File: config.mk
export PLATFORM = sky130hd
export DESIGN_NAME = otr_bridge
export DESIGN_NICKNAME = d
export VERILOG_FILES = /design/src/rtl/otr_pkg.sv /design/src/rtl/otr_cnt.sv /design/src/rtl/otr_decerr.sv /design/src/rtl/otr_bridge.sv
export SDC_FILE = /design/constraint.sdc
export NUM_CORES = 1
export LEC_CHECK = 0
export BUFFER_PORTS_ARGS = -buffer_cell sky130_fd_sc_hd__buf_2
export CORE_AREA = 3 3 166 168
export CTS_CLUSTER_DIAMETER = 200
export CTS_CLUSTER_SIZE = 28
export DETAILED_ROUTE_END_ITERATION = 16
export DIE_AREA = 0 0 169 171
export PLACE_DENSITY = 0.48
export SYNTH_ARGS = -nofsm -noshare
export SYNTH_HDL_FRONTEND = slang
export SYNTH_SLANG_ARGS = --single-unit
File: constraint.sdc
create_clock -name clk -period 11.1 [get_ports clk]
set_input_delay 3.33 -clock clk [delete_from_list [all_inputs] [get_ports clk]]
set_output_delay 3.33 -clock clk [all_outputs]
set_load 0.02 [all_outputs]
File: src/rtl/otr_pkg.sv
// Package otr_pkg: shared constants for the outstanding transaction
// regulating bridge. Assumes a two-bit response code on both ports.
package otr_pkg;
    localparam logic [1:0] RESP_DECERR = 2'b11;
    localparam int         CH_RD       = 0;
    localparam int         CH_WR       = 1;
    localparam int         N_CH        = 2;

    typedef enum logic [1:0] {
        WE_IDLE  = 2'd0,
        WE_DRAIN = 2'd1,
        WE_RESP  = 2'd2
    } werr_state_t;
endpackage

File: src/rtl/otr_cnt.sv
// Module otr_cnt: up/down counter of transactions in flight on one
// direction. Assumes inc and dec never take it out of its range, which
// the gating in the top guarantees.
module otr_cnt #(
    parameter int CW = 6
) (
    input  logic          clk,
    input  logic          rst_n,
    input  logic          inc,
    input  logic          dec,
    output logic [CW-1:0] cnt
);
    // Track the in-flight count; equal inc and dec leave it unchanged.
    always_ff @(posedge clk) begin
        if (!rst_n)
            cnt <= '0;
        else if (inc && !dec)
            cnt <= cnt + 1'b1;
        else if (dec && !inc)
            cnt <= cnt - 1'b1;
    end
endmodule

File: src/rtl/otr_decerr.sv
// Module otr_decerr: local responder for requests outside the reachable
// window. One read error and one write error can be pending at a time.
// Assumes the top forces the matching upstream valid/ready high while busy,
// so a handshake here only needs the upstream side's signal.
module otr_decerr
    import otr_pkg::*;
#(
    parameter int IDW = 12
) (
    input  logic           clk,
    input  logic           rst_n,
    input  logic           rd_start,
    input  logic [IDW-1:0] rd_id_in,
    input  logic           s_rready,
    input  logic           wr_start,
    input  logic [IDW-1:0] wr_id_in,
    input  logic           s_wvalid,
    input  logic           s_wlast,
    input  logic           s_bready,
    output logic           rd_busy,
    output logic [IDW-1:0] rd_id,
    output logic           wr_drain,
    output logic           wr_resp,
    output logic [IDW-1:0] wr_id
);
    werr_state_t wst;

    // Hold one pending read error beat until the upstream side takes it.
    always_ff @(posedge clk) begin
        if (!rst_n) begin
            rd_busy <= 1'b0;
            rd_id   <= '0;
        end else if (rd_start) begin
            rd_busy <= 1'b1;
            rd_id   <= rd_id_in;
        end else if (rd_busy && s_rready) begin
            rd_busy <= 1'b0;
        end
    end

    // Sequence a write error: swallow data up to the last beat, then respond.
    always_ff @(posedge clk) begin
        if (!rst_n) begin
            wst   <= WE_IDLE;
            wr_id <= '0;
        end else begin
            case (wst)
                WE_IDLE:  if (wr_start) begin
                              wst   <= WE_DRAIN;
                              wr_id <= wr_id_in;
                          end
                WE_DRAIN: if (s_wvalid && s_wlast) wst <= WE_RESP;
                WE_RESP:  if (s_bready) wst <= WE_IDLE;
                default:  wst <= WE_IDLE;
            endcase
        end
    end

    assign wr_drain = (wst == WE_DRAIN);
    assign wr_resp  = (wst == WE_RESP);
endmodule

File: src/rtl/otr_bridge.sv
// Module otr_bridge: single-clock pass-through that limits reads, writes and
// their sum in flight downstream, offers a one-in-flight mode, blocks
// addresses outside the window and answers them with a decode error.
// Assumes upstream write data never precedes its address and stalled
// requests are held steady.
module otr_bridge
    import otr_pkg::*;
#(
    parameter int             IDW       = 12,
    parameter int             DW        = 32,
    parameter int             SAW       = 32,
    parameter int             MAW       = 30,
    parameter int             LENW      = 8,
    parameter int             RD_MAX    = 16,
    parameter int             WR_MAX    = 16,
    parameter int             TOT_MAX   = 32,
    parameter logic [SAW-1:0] WIN_LIMIT = 32'h3FFF_0000
) (
    input  logic            clk,
    input  logic            rst_n,
    input  logic            single_issue,
    input  logic [IDW-1:0]  s_awid,
    input  logic [SAW-1:0]  s_awaddr,
    input  logic [LENW-1:0] s_awlen,
    input  logic            s_awvalid,
    output logic            s_awready,
    input  logic [DW-1:0]   s_wdata,
    input  logic [DW/8-1:0] s_wstrb,
    input  logic            s_wlast,
    input  logic            s_wvalid,
    output logic            s_wready,
    output logic [IDW-1:0]  s_bid,
    output logic [1:0]      s_bresp,
    output logic            s_bvalid,
    input  logic            s_bready,
    input  logic [IDW-1:0]  s_arid,
    input  logic [SAW-1:0]  s_araddr,
    input  logic [LENW-1:0] s_arlen,
    input  logic            s_arvalid,
    output logic            s_arready,
    output logic [IDW-1:0]  s_rid,
    output logic [DW-1:0]   s_rdata,
    output logic [1:0]      s_rresp,
    output logic            s_rlast,
    output logic            s_rvalid,
    input  logic            s_rready,
    output logic [IDW-1:0]  m_awid,
    output logic [MAW-1:0]  m_awaddr,
    output logic [LENW-1:0] m_awlen,
    output logic            m_awvalid,
    input  logic            m_awready,
    output logic [DW-1:0]   m_wdata,
    output logic [DW/8-1:0] m_wstrb,
    output logic            m_wlast,
    output logic            m_wvalid,
    input  logic            m_wready,
    input  logic [IDW-1:0]  m_bid,
    input  logic [1:0]      m_bresp,
    input  logic            m_bvalid,
    output logic            m_bready,
    output logic [IDW-1:0]  m_arid,
    output logic [MAW-1:0]  m_araddr,
    output logic [LENW-1:0] m_arlen,
    output logic            m_arvalid,
    input  logic            m_arready,
    input  logic [IDW-1:0]  m_rid,
    input  logic [DW-1:0]   m_rdata,
    input  logic [1:0]      m_rresp,
    input  logic            m_rlast,
    input  logic            m_rvalid,
    output logic            m_rready
);
    localparam int          CW     = $clog2(RD_MAX + WR_MAX + 2);
    localparam logic [CW-1:0] RD_LIM  = CW'(RD_MAX);
    localparam logic [CW-1:0] WR_LIM  = CW'(WR_MAX);
    localparam logic [CW-1:0] TOT_LIM = CW'(TOT_MAX);

    logic [N_CH-1:0] c_inc, c_dec;
    logic [CW-1:0]   c_val [N_CH];
    logic [CW-1:0]   rd_cnt, wr_cnt, tot;
    logic            ar_hit, aw_hit, ar_gate, aw_gate, ar_fwd_try;
    logic            err_rd_busy, err_wr_drain, err_wr_resp;
    logic [IDW-1:0]  err_rid, err_wid;

    // One in-flight counter per direction.
    for (genvar k = 0; k < N_CH; k++) begin : g_cnt
        otr_cnt #(.CW(CW)) u_cnt (
            .clk(clk), .rst_n(rst_n),
            .inc(c_inc[k]), .dec(c_dec[k]), .cnt(c_val[k])
        );
    end

    assign rd_cnt = c_val[CH_RD];
    assign wr_cnt = c_val[CH_WR];
    assign tot    = rd_cnt + wr_cnt;

    assign c_inc[CH_RD] = m_arvalid && m_arready;
    assign c_dec[CH_RD] = m_rvalid && m_rready && m_rlast;
    assign c_inc[CH_WR] = m_awvalid && m_awready;
    assign c_dec[CH_WR] = m_bvalid && m_bready;

    // Decide whether each address channel may accept; reads go first.
    always_comb begin
        ar_hit     = s_araddr < WIN_LIMIT;
        aw_hit     = s_awaddr < WIN_LIMIT;
        ar_gate    = !err_rd_busy && (rd_cnt < RD_LIM) && (tot < TOT_LIM)
                     && (!single_issue || tot == '0);
        ar_fwd_try = s_arvalid && ar_hit && ar_gate;
        aw_gate    = !err_wr_drain && !err_wr_resp && (wr_cnt < WR_LIM)
                     && ((tot + CW'(ar_fwd_try)) < TOT_LIM)
                     && (!single_issue || (tot == '0 && !ar_fwd_try));
    end

    // Read address channel.
    assign m_arvalid = ar_fwd_try;
    assign m_arid    = s_arid;
    assign m_araddr  = s_araddr[MAW-1:0];
    assign m_arlen   = s_arlen;
    assign s_arready = ar_gate && (ar_hit ? m_arready : (rd_cnt == '0));

    // Write address channel.
    assign m_awvalid = s_awvalid && aw_hit && aw_gate;
    assign m_awid    = s_awid;
    assign m_awaddr  = s_awaddr[MAW-1:0];
    assign m_awlen   = s_awlen;
    assign s_awready = aw_gate && (aw_hit ? m_awready : (wr_cnt == '0));

    otr_decerr #(.IDW(IDW)) u_err (
        .clk(clk), .rst_n(rst_n),
        .rd_start(s_arvalid && s_arready && !ar_hit), .rd_id_in(s_arid),
        .s_rready(s_rready),
        .wr_start(s_awvalid && s_awready && !aw_hit), .wr_id_in(s_awid),
        .s_wvalid(s_wvalid), .s_wlast(s_wlast), .s_bready(s_bready),
        .rd_busy(err_rd_busy), .rd_id(err_rid),
        .wr_drain(err_wr_drain), .wr_resp(err_wr_resp), .wr_id(err_wid)
    );

    // Read data: local error beat overrides the downstream path.
    always_comb begin
        s_rvalid = err_rd_busy ? 1'b1        : m_rvalid;
        s_rid    = err_rd_busy ? err_rid     : m_rid;
        s_rdata  = err_rd_busy ? '0          : m_rdata;
        s_rresp  = err_rd_busy ? RESP_DECERR : m_rresp;
        s_rlast  = err_rd_busy ? 1'b1        : m_rlast;
        m_rready = !err_rd_busy && s_rready;
    end

    // Write data and response: drain or answer locally during a write error.
    always_comb begin
        m_wdata  = s_wdata;
        m_wstrb  = s_wstrb;
        m_wlast  = s_wlast;
        m_wvalid = s_wvalid && !err_wr_drain;
        s_wready = err_wr_drain ? 1'b1 : m_wready;
        s_bvalid = err_wr_resp ? 1'b1        : m_bvalid;
        s_bid    = err_wr_resp ? err_wid     : m_bid;
        s_bresp  = err_wr_resp ? RESP_DECERR : m_bresp;
        m_bready = !err_wr_resp && s_bready;
    end
endmodule

==> impl_metrics.py, run 1 <==
metrics = {
    "power_and_ir_drop": {
        "p_clk_share_pct": 27.1,
        "p_int_mw": 0.4021,
        "power_mw": 0.6663,
        "switchingPower_mw": 0.2641,
        "pwr-share-comb_pct": 46.8,
        "p_per_area_mw_per_mm2": 137.2,
        "worst_ir_drop_vdd_v": 0.00005641,
        "seq_power_share_pct": 26.0,
        "power.leakage_nw": 2.402,
        "p_sw_share_pct": 39.64,
    },
    "clocking": {
        "tritoncts": "yes",
        "cts_buffers": 5,
        "cts_sinks": 39,
        "cts_hold_buf": 0,
        "clkTransAtPathRegs_ns": 0.07,
        "clkLatencyLatePin_ns": 0.30,
        "clockBufferDepth": 2,
        "cts_resized": 0,
        "cts_root_buf": "clkbuf_16",
        "cts_htree_levels": 2,
        "cts_setup_buffers": 0,
    },
    "global_route": {
        "grt_overflow": 0,
        "grt_pass1_wl_um": 17840,
        "antenna_found_initial": 0,
        "grt_usage_pct": 8.031,
        "grt_max_degree": 55,
        "grt_pass1_vias": 3107,
    },
    "setup_path": {
        "slowest_stage": "nor4_4",
        "slowest_delay_ns": 0.48,
        "cp-end-kind": "primary output",
        "cp.arrival_ns": 5.06,
        "worst-path-max-fanout": 5,
        "worstPathBufferInverterCount": 2,
        "cp_common_cell": "buf_2",
        "cp_data_required_time_ns": 7.77,
        "path_cells": "buf_2 > nand4_1 > nor4_4 > or3_1 > o21ai_2 > a21oi_1 > and3_1 > buf_2",
        "cp.depth": 8,
        "critPathKind": "in -> out",
        "worstRegToRegCells": 17,
        "crit_family": "simple AND/OR/NAND/NOR gates",
        "crit_path_start_kind": "primary input",
    },
    "timing": {
        "fin_crit_sh_pct": 75.61,
        "worstMarginPinSlew_ns": 1.097,
        "setup_tns_ns": 0,
        "hold_viol": 0,
        "relSlewSlack_pct": 26.87,
        "max_freq_mhz": 119.2,
        "min_period_ns": 8.393,
        "clock_skew_ns": 0.01168,
        "setup_viol": 0,
        "slew_viol_final": 0,
        "holdWs_ns": 0.4569,
        "rsz0062_at_grt": "no",
    },
    "floorplan": {
        "start_util_pct": 15.69,
        "die_area_mm2": 0.02890,
        "num_rows": 59,
        "die_y_um": 171,
        "coreArea_mm2": 0.02606,
        "ioPinCount": 423,
        "die_w_um": 169,
    },
    "layout": {
        "register_area_um2": 782.0,
        "drive_gt1_share_pct": 51.75,
        "nFillCells": 2952,
        "syn_to_final_growth_pct": 18.79,
        "final_area_mm2": 0.004857,
        "antenna_cells": 0,
        "stdcell_count": 934,
        "nets": 834,
        "multiInputGateArea_mm2": 0.002158,
    },
    "synthesis": {
        "ys_top_cells_by_count": "137 x buf_4, 48 x nor2b_1, 45 x nand2_1",
        "synth.cell_area_mm2": 0.004089,
        "synth_edf_count": 0,
        "seq_area_frac_synth_pct": 19.09,
        "yosysWarnings": 0,
        "synth.net_count": 727,
        "synth_cell_types": 50,
        "yosysTopAreaCell": "buf_4",
        "postSynthCellCount": 491,
        "synth_area_leaders": "buf_4 25%, dfxtp_1 19%, mux2i_1 7.6%",
        "synth.most_common_cell": "buf_4",
        "synth_seq_cells": 39,
        "async_reset_ff_share_pct": 0,
        "yosysTopAreaCellShare_pct": 25.15,
        "synth-main-ff-cell": "dfxtp_1",
        "avgSynthCellArea_um2": 8.328,
    },
    "placement": {
        "dpl_cell_area_mm2": 0.004679,
        "hpwl_um": 10490,
        "globalplace.congestion": 0.7178,
        "dp_cells": 926,
        "portBuffers": 254,
    },
    "routing": {
        "wl_per_cell_um": 13.63,
        "drc": 0,
        "ant_nets": 0,
        "num_vias": 3371,
        "drtIter0Drc": 112,
        "drtPass1Iterations": 4,
        "wirelength_um": 12730,
        "viasPerCell": 3.609,
    },
    "hold_path": {
        "min_path_type": "reg -> reg",
        "hold_depth": 2,
    },
    "outcome": {
        "outcome": "finished, final reports clean",
    },
    "flow_run": {
        "drv_cap": 0,
    },
}
## area by class of cell
| cell class | instances | area share, % |
|---|---|---|
| well taps | 335 | 8.630 |
| clock buffers | 6 | 2.859 |
| inverters | 11 | 0.8501 |
| multi-input cells | 286 | 44.44 |
| flip-flops and latches | 39 | 16.10 |
| repair buffers | 255 | 26.33 |
| clock inverters | 2 | 0.7986 |
## logic make-up after synthesis
logic type	after synthesis	share of synthesized area, %
AOI/OAI and AO/OA	42	7.864
xor gates and xnor gates	10	2.142
adders and majority gates	21	6.977
buffers and inverters	166	28.12
DFF	39	19.09
muxes	57	14.75
and+or+nand+nor	156	21.05
## cells in the final DEF (no fill, tap or decap), types with 2 or more instances in the layout
cell type / count
and2_1: 11
xor2_1: 4
a211oi_1: 2
clkbuf_16: 5
nand4_1: 7
nor2_1: 11
mux2_2: 26
nand3_1: 2
buf_2: 254
nor3_1: 6
nand2b_1: 3
a21oi_1: 8
nand2_1: 45
mux2i_1: 31
and3_1: 2
inv_1: 11
a21o_2: 2
o21ai_0: 10
fa_1: 3
xnor2_1: 6
dfxtp_1: 38
or3_1: 4
nor4_1: 2
a21o_1: 4
o21ai_2: 2
o21bai_1: 2
ha_1: 18
nor2b_1: 48
or2_2: 9
## final timing paths
| path | slack [ns] | endpoint | start |
|---|---|---|---|
| worst max-delay path | 2.71 | m_awvalid | s_araddr[27] |
| worst min-delay path | 0.46 | u_err.wr_id[1] | u_err.wr_id[1] |
| worst max register to register | 6.62 | g_cnt[1].u_cnt.cnt[5] | g_cnt[0].u_cnt.cnt[0] |
| worst min register to register | 0.46 | u_err.wr_id[1] | u_err.wr_id[1] |
## registers in the layout, summed over array words and instances, names as in the netlist
register         flops
g_cnt.u_cnt.cnt     12
u_err.rd_busy        1
u_err.rd_id         12
u_err.wr_id         12
u_err.wst            2
## worst register-to-register path, delay by kind of cell (launching register included)
kind	cells	cell delay, ns
multiplexers	2	0.41
buffers and inverters	1	0.13
AO/OA/AOI/OAI	7	1.50
flip-flops	1	0.38
adder cells (fa/ha/maj)	4	1.17
AND/OR/NAND/NOR	3	0.79
## through the flow
stage	util [%]	setup slack, ns
global route	18.64	2.586
detailed placement	17.96	2.662
CTS	18.64	2.658
finish	18.64	2.707
global placement	17.96	2.658
floorplan	-	3.172
## power groups by stage
| stage | Clock, mW | Combinational, mW | Sequential, mW |
|---|---|---|---|
| after floorplan | 0 | 0.277 | 0.171 |
| after global placement | 0 | 0.315 | 0.177 |
| after detailed placement | 0 | 0.316 | 0.177 |
| after CTS | 0.192 | 0.318 | 0.174 |
| after global routing | 0.199 | 0.343 | 0.176 |
| final | 0.181 | 0.312 | 0.173 |
## layer usage
metal,vias to the layer above,part of all wire [%],global-route usage [%]
li1,1709,-,-
met1,1483,45,10.54
met2,150,45,11.86
met3,29,8.2,3.165
met4,0,2.3,3.070
met5,-,0,0
No activity file was read; power rests on OpenSTA's default activity.
==> run 2, diff against run 1 <==
PLACE_DENSITY = 0.49   (was 0.48)
clock period = 6.9 ns   (was 11.1 ns; I/O delays follow)
==> impl_metrics.py, run 2 (same netlist as run 1, synthesis figures left out) <==
metrics = {
    "setup_path": {
        "ff2ff_setup_slack_ns": 2.45,
        "worstRegToRegCells": 17,
        "crit_path_start_kind": "primary input",
        "r2r-end": "g_cnt[1].u_cnt.cnt[5]",
        "cp.arrival_ns": 3.76,
        "rr_startpoint": "g_cnt[0].u_cnt.cnt[0]",
        "critPathKind": "in -> out",
        "cp_data_required_time_ns": 4.83,
        "cp-end-kind": "primary output",
        "worst-path-max-fanout": 5,
    },
    "clocking": {
        "cts_sinks": 39,
        "cts_setup_buffers": 0,
        "clockBufferDepth": 2,
        "cts_hold_buf": 0,
        "clkTransAtPathRegs_ns": 0.07,
        "cts_buffers": 5,
        "cts_htree_levels": 2,
        "clkLatencyLatePin_ns": 0.30,
        "cts_root_buf": "clkbuf_16",
        "tritoncts": "yes",
        "cts_resized": 0,
    },
    "timing": {
        "setup_tns_ns": 0,
        "hold_viol": 0,
        "relSlewSlack_pct": 37.95,
        "setup_slack_ns": 1.075,
        "worstMarginPinSlew_ns": 0.9278,
        "max_freq_mhz": 171.7,
        "rsz0062_at_grt": "no",
        "min_period_ns": 5.825,
        "slew_viol_final": 0,
        "fin_crit_sh_pct": 84.42,
        "clock_skew_ns": 0.009050,
        "setup_viol": 0,
    },
    "layout": {
        "antenna_cells": 0,
        "final_util_pct": 18.74,
        "final_area_mm2": 0.004883,
        "register_area_um2": 782.0,
        "syn_to_final_growth_pct": 19.43,
        "layout_commonest_cell": "buf_2",
        "reg_top3": "g_cnt.u_cnt.cnt x12, u_err.rd_id x12, u_err.wr_id x12",
        "drive_gt1_share_pct": 51.83,
        "nFillCells": 2950,
        "multiInputGateArea_mm2": 0.002158,
        "final_cell_mix": "254 x buf_2, 48 x nor2b_1, 45 x nand2_1",
        "nets": 835,
    },
    "floorplan": {
        "start_util_pct": 15.69,
        "coreArea_mm2": 0.02606,
        "die_y_um": 171,
        "num_rows": 59,
        "die_area_mm2": 0.02890,
        "ioPinCount": 423,
        "die_w_um": 169,
    },
    "hold_path": {
        "min_to": "u_err.wr_id[1]",
        "hold_start": "u_err.wr_id[1]",
        "hold_depth": 2,
        "min_path_type": "reg -> reg",
    },
    "global_route": {
        "grt_overflow": 0,
        "grt_pass1_wl_um": 18700,
        "grt_pass1_vias": 3210,
        "antenna_found_initial": 0,
        "grt_max_degree": 55,
        "grt_usage_pct": 8.489,
    },
    "routing": {
        "drtIter0Drc": 113,
        "num_vias": 3413,
        "wirelength_um": 13470,
        "wl_per_cell_um": 14.40,
        "ant_nets": 0,
        "drtPass1Iterations": 4,
        "drc": 0,
        "viasPerCell": 3.650,
    },
    "power_and_ir_drop": {
        "power.leakage_nw": 2.414,
        "p_per_area_mw_per_mm2": 227.6,
        "worst_ir_drop_vdd_v": 0.00007618,
        "power_mw": 1.112,
    },
    "placement": {
        "portBuffers": 254,
        "hpwl_um": 11180,
        "place_ws_ns": 0.9759,
        "globalplace.congestion": 0.7320,
        "dpl_cell_area_mm2": 0.004687,
    },
    "outcome": {
        "outcome": "finished, final reports clean",
    },
    "flow_run": {
        "drv_cap": 0,
    },
}
run 2: power by group:
part	internal (mW)	switching [mW]	leakage, nW
registers	0.253	0.0283	0.318
clock network	0.210	0.112	0.0959
logic	0.212	0.296	2.00
total	0.676	0.436	2.41
run 2: metrics by stage:
step                      instances  hold slack, ns
after floorplan                 491          0.4313
after global placement          927          0.4442
after detailed placement        927          0.4474
after CTS                       935          0.4594
after global routing            935          0.4677
final                           935          0.4572
run 2: how the worst max path moves through the flow:
stage | start | endpoint | cells past startpoint
after detailed placement | s_araddr[27] | m_awvalid | 8
after floorplan | s_araddr[27] | s_awready | 6
final | s_araddr[17] | m_awvalid | 8
after global routing | s_araddr[27] | m_awvalid | 8
after CTS | s_araddr[27] | m_awvalid | 8
after global placement | s_araddr[27] | m_awvalid | 8
run 2: final cells by class:
type,instances,area share (%)
inverter,11,0.8455
tap,335,8.583
multi-input combinational,286,44.20
clock inverter,3,1.460
timing repair buffer,256,26.34
clock buffer,5,2.562
sequential,39,16.01
run 2: layer usage:
metal / part of all wire, % / track usage [%] / vias to the layer above
met1: 48 / 12.67 / 1519
met3: 9.6 / 3.489 / 21
li1: - / - / 1706
met2: 41 / 10.83 / 167
met4: 1.4 / 2.611 / 0
met5: 0 / 0 / -
run 2: critical path, stage by stage:
cell and delay [ns]:
buf_2 0.09, nand4_1 0.16, nor4_4 0.46, or3_1 0.20, o21ai_2 0.11, a21oi_1 0.28
and3_1 0.20, buf_2 0.16
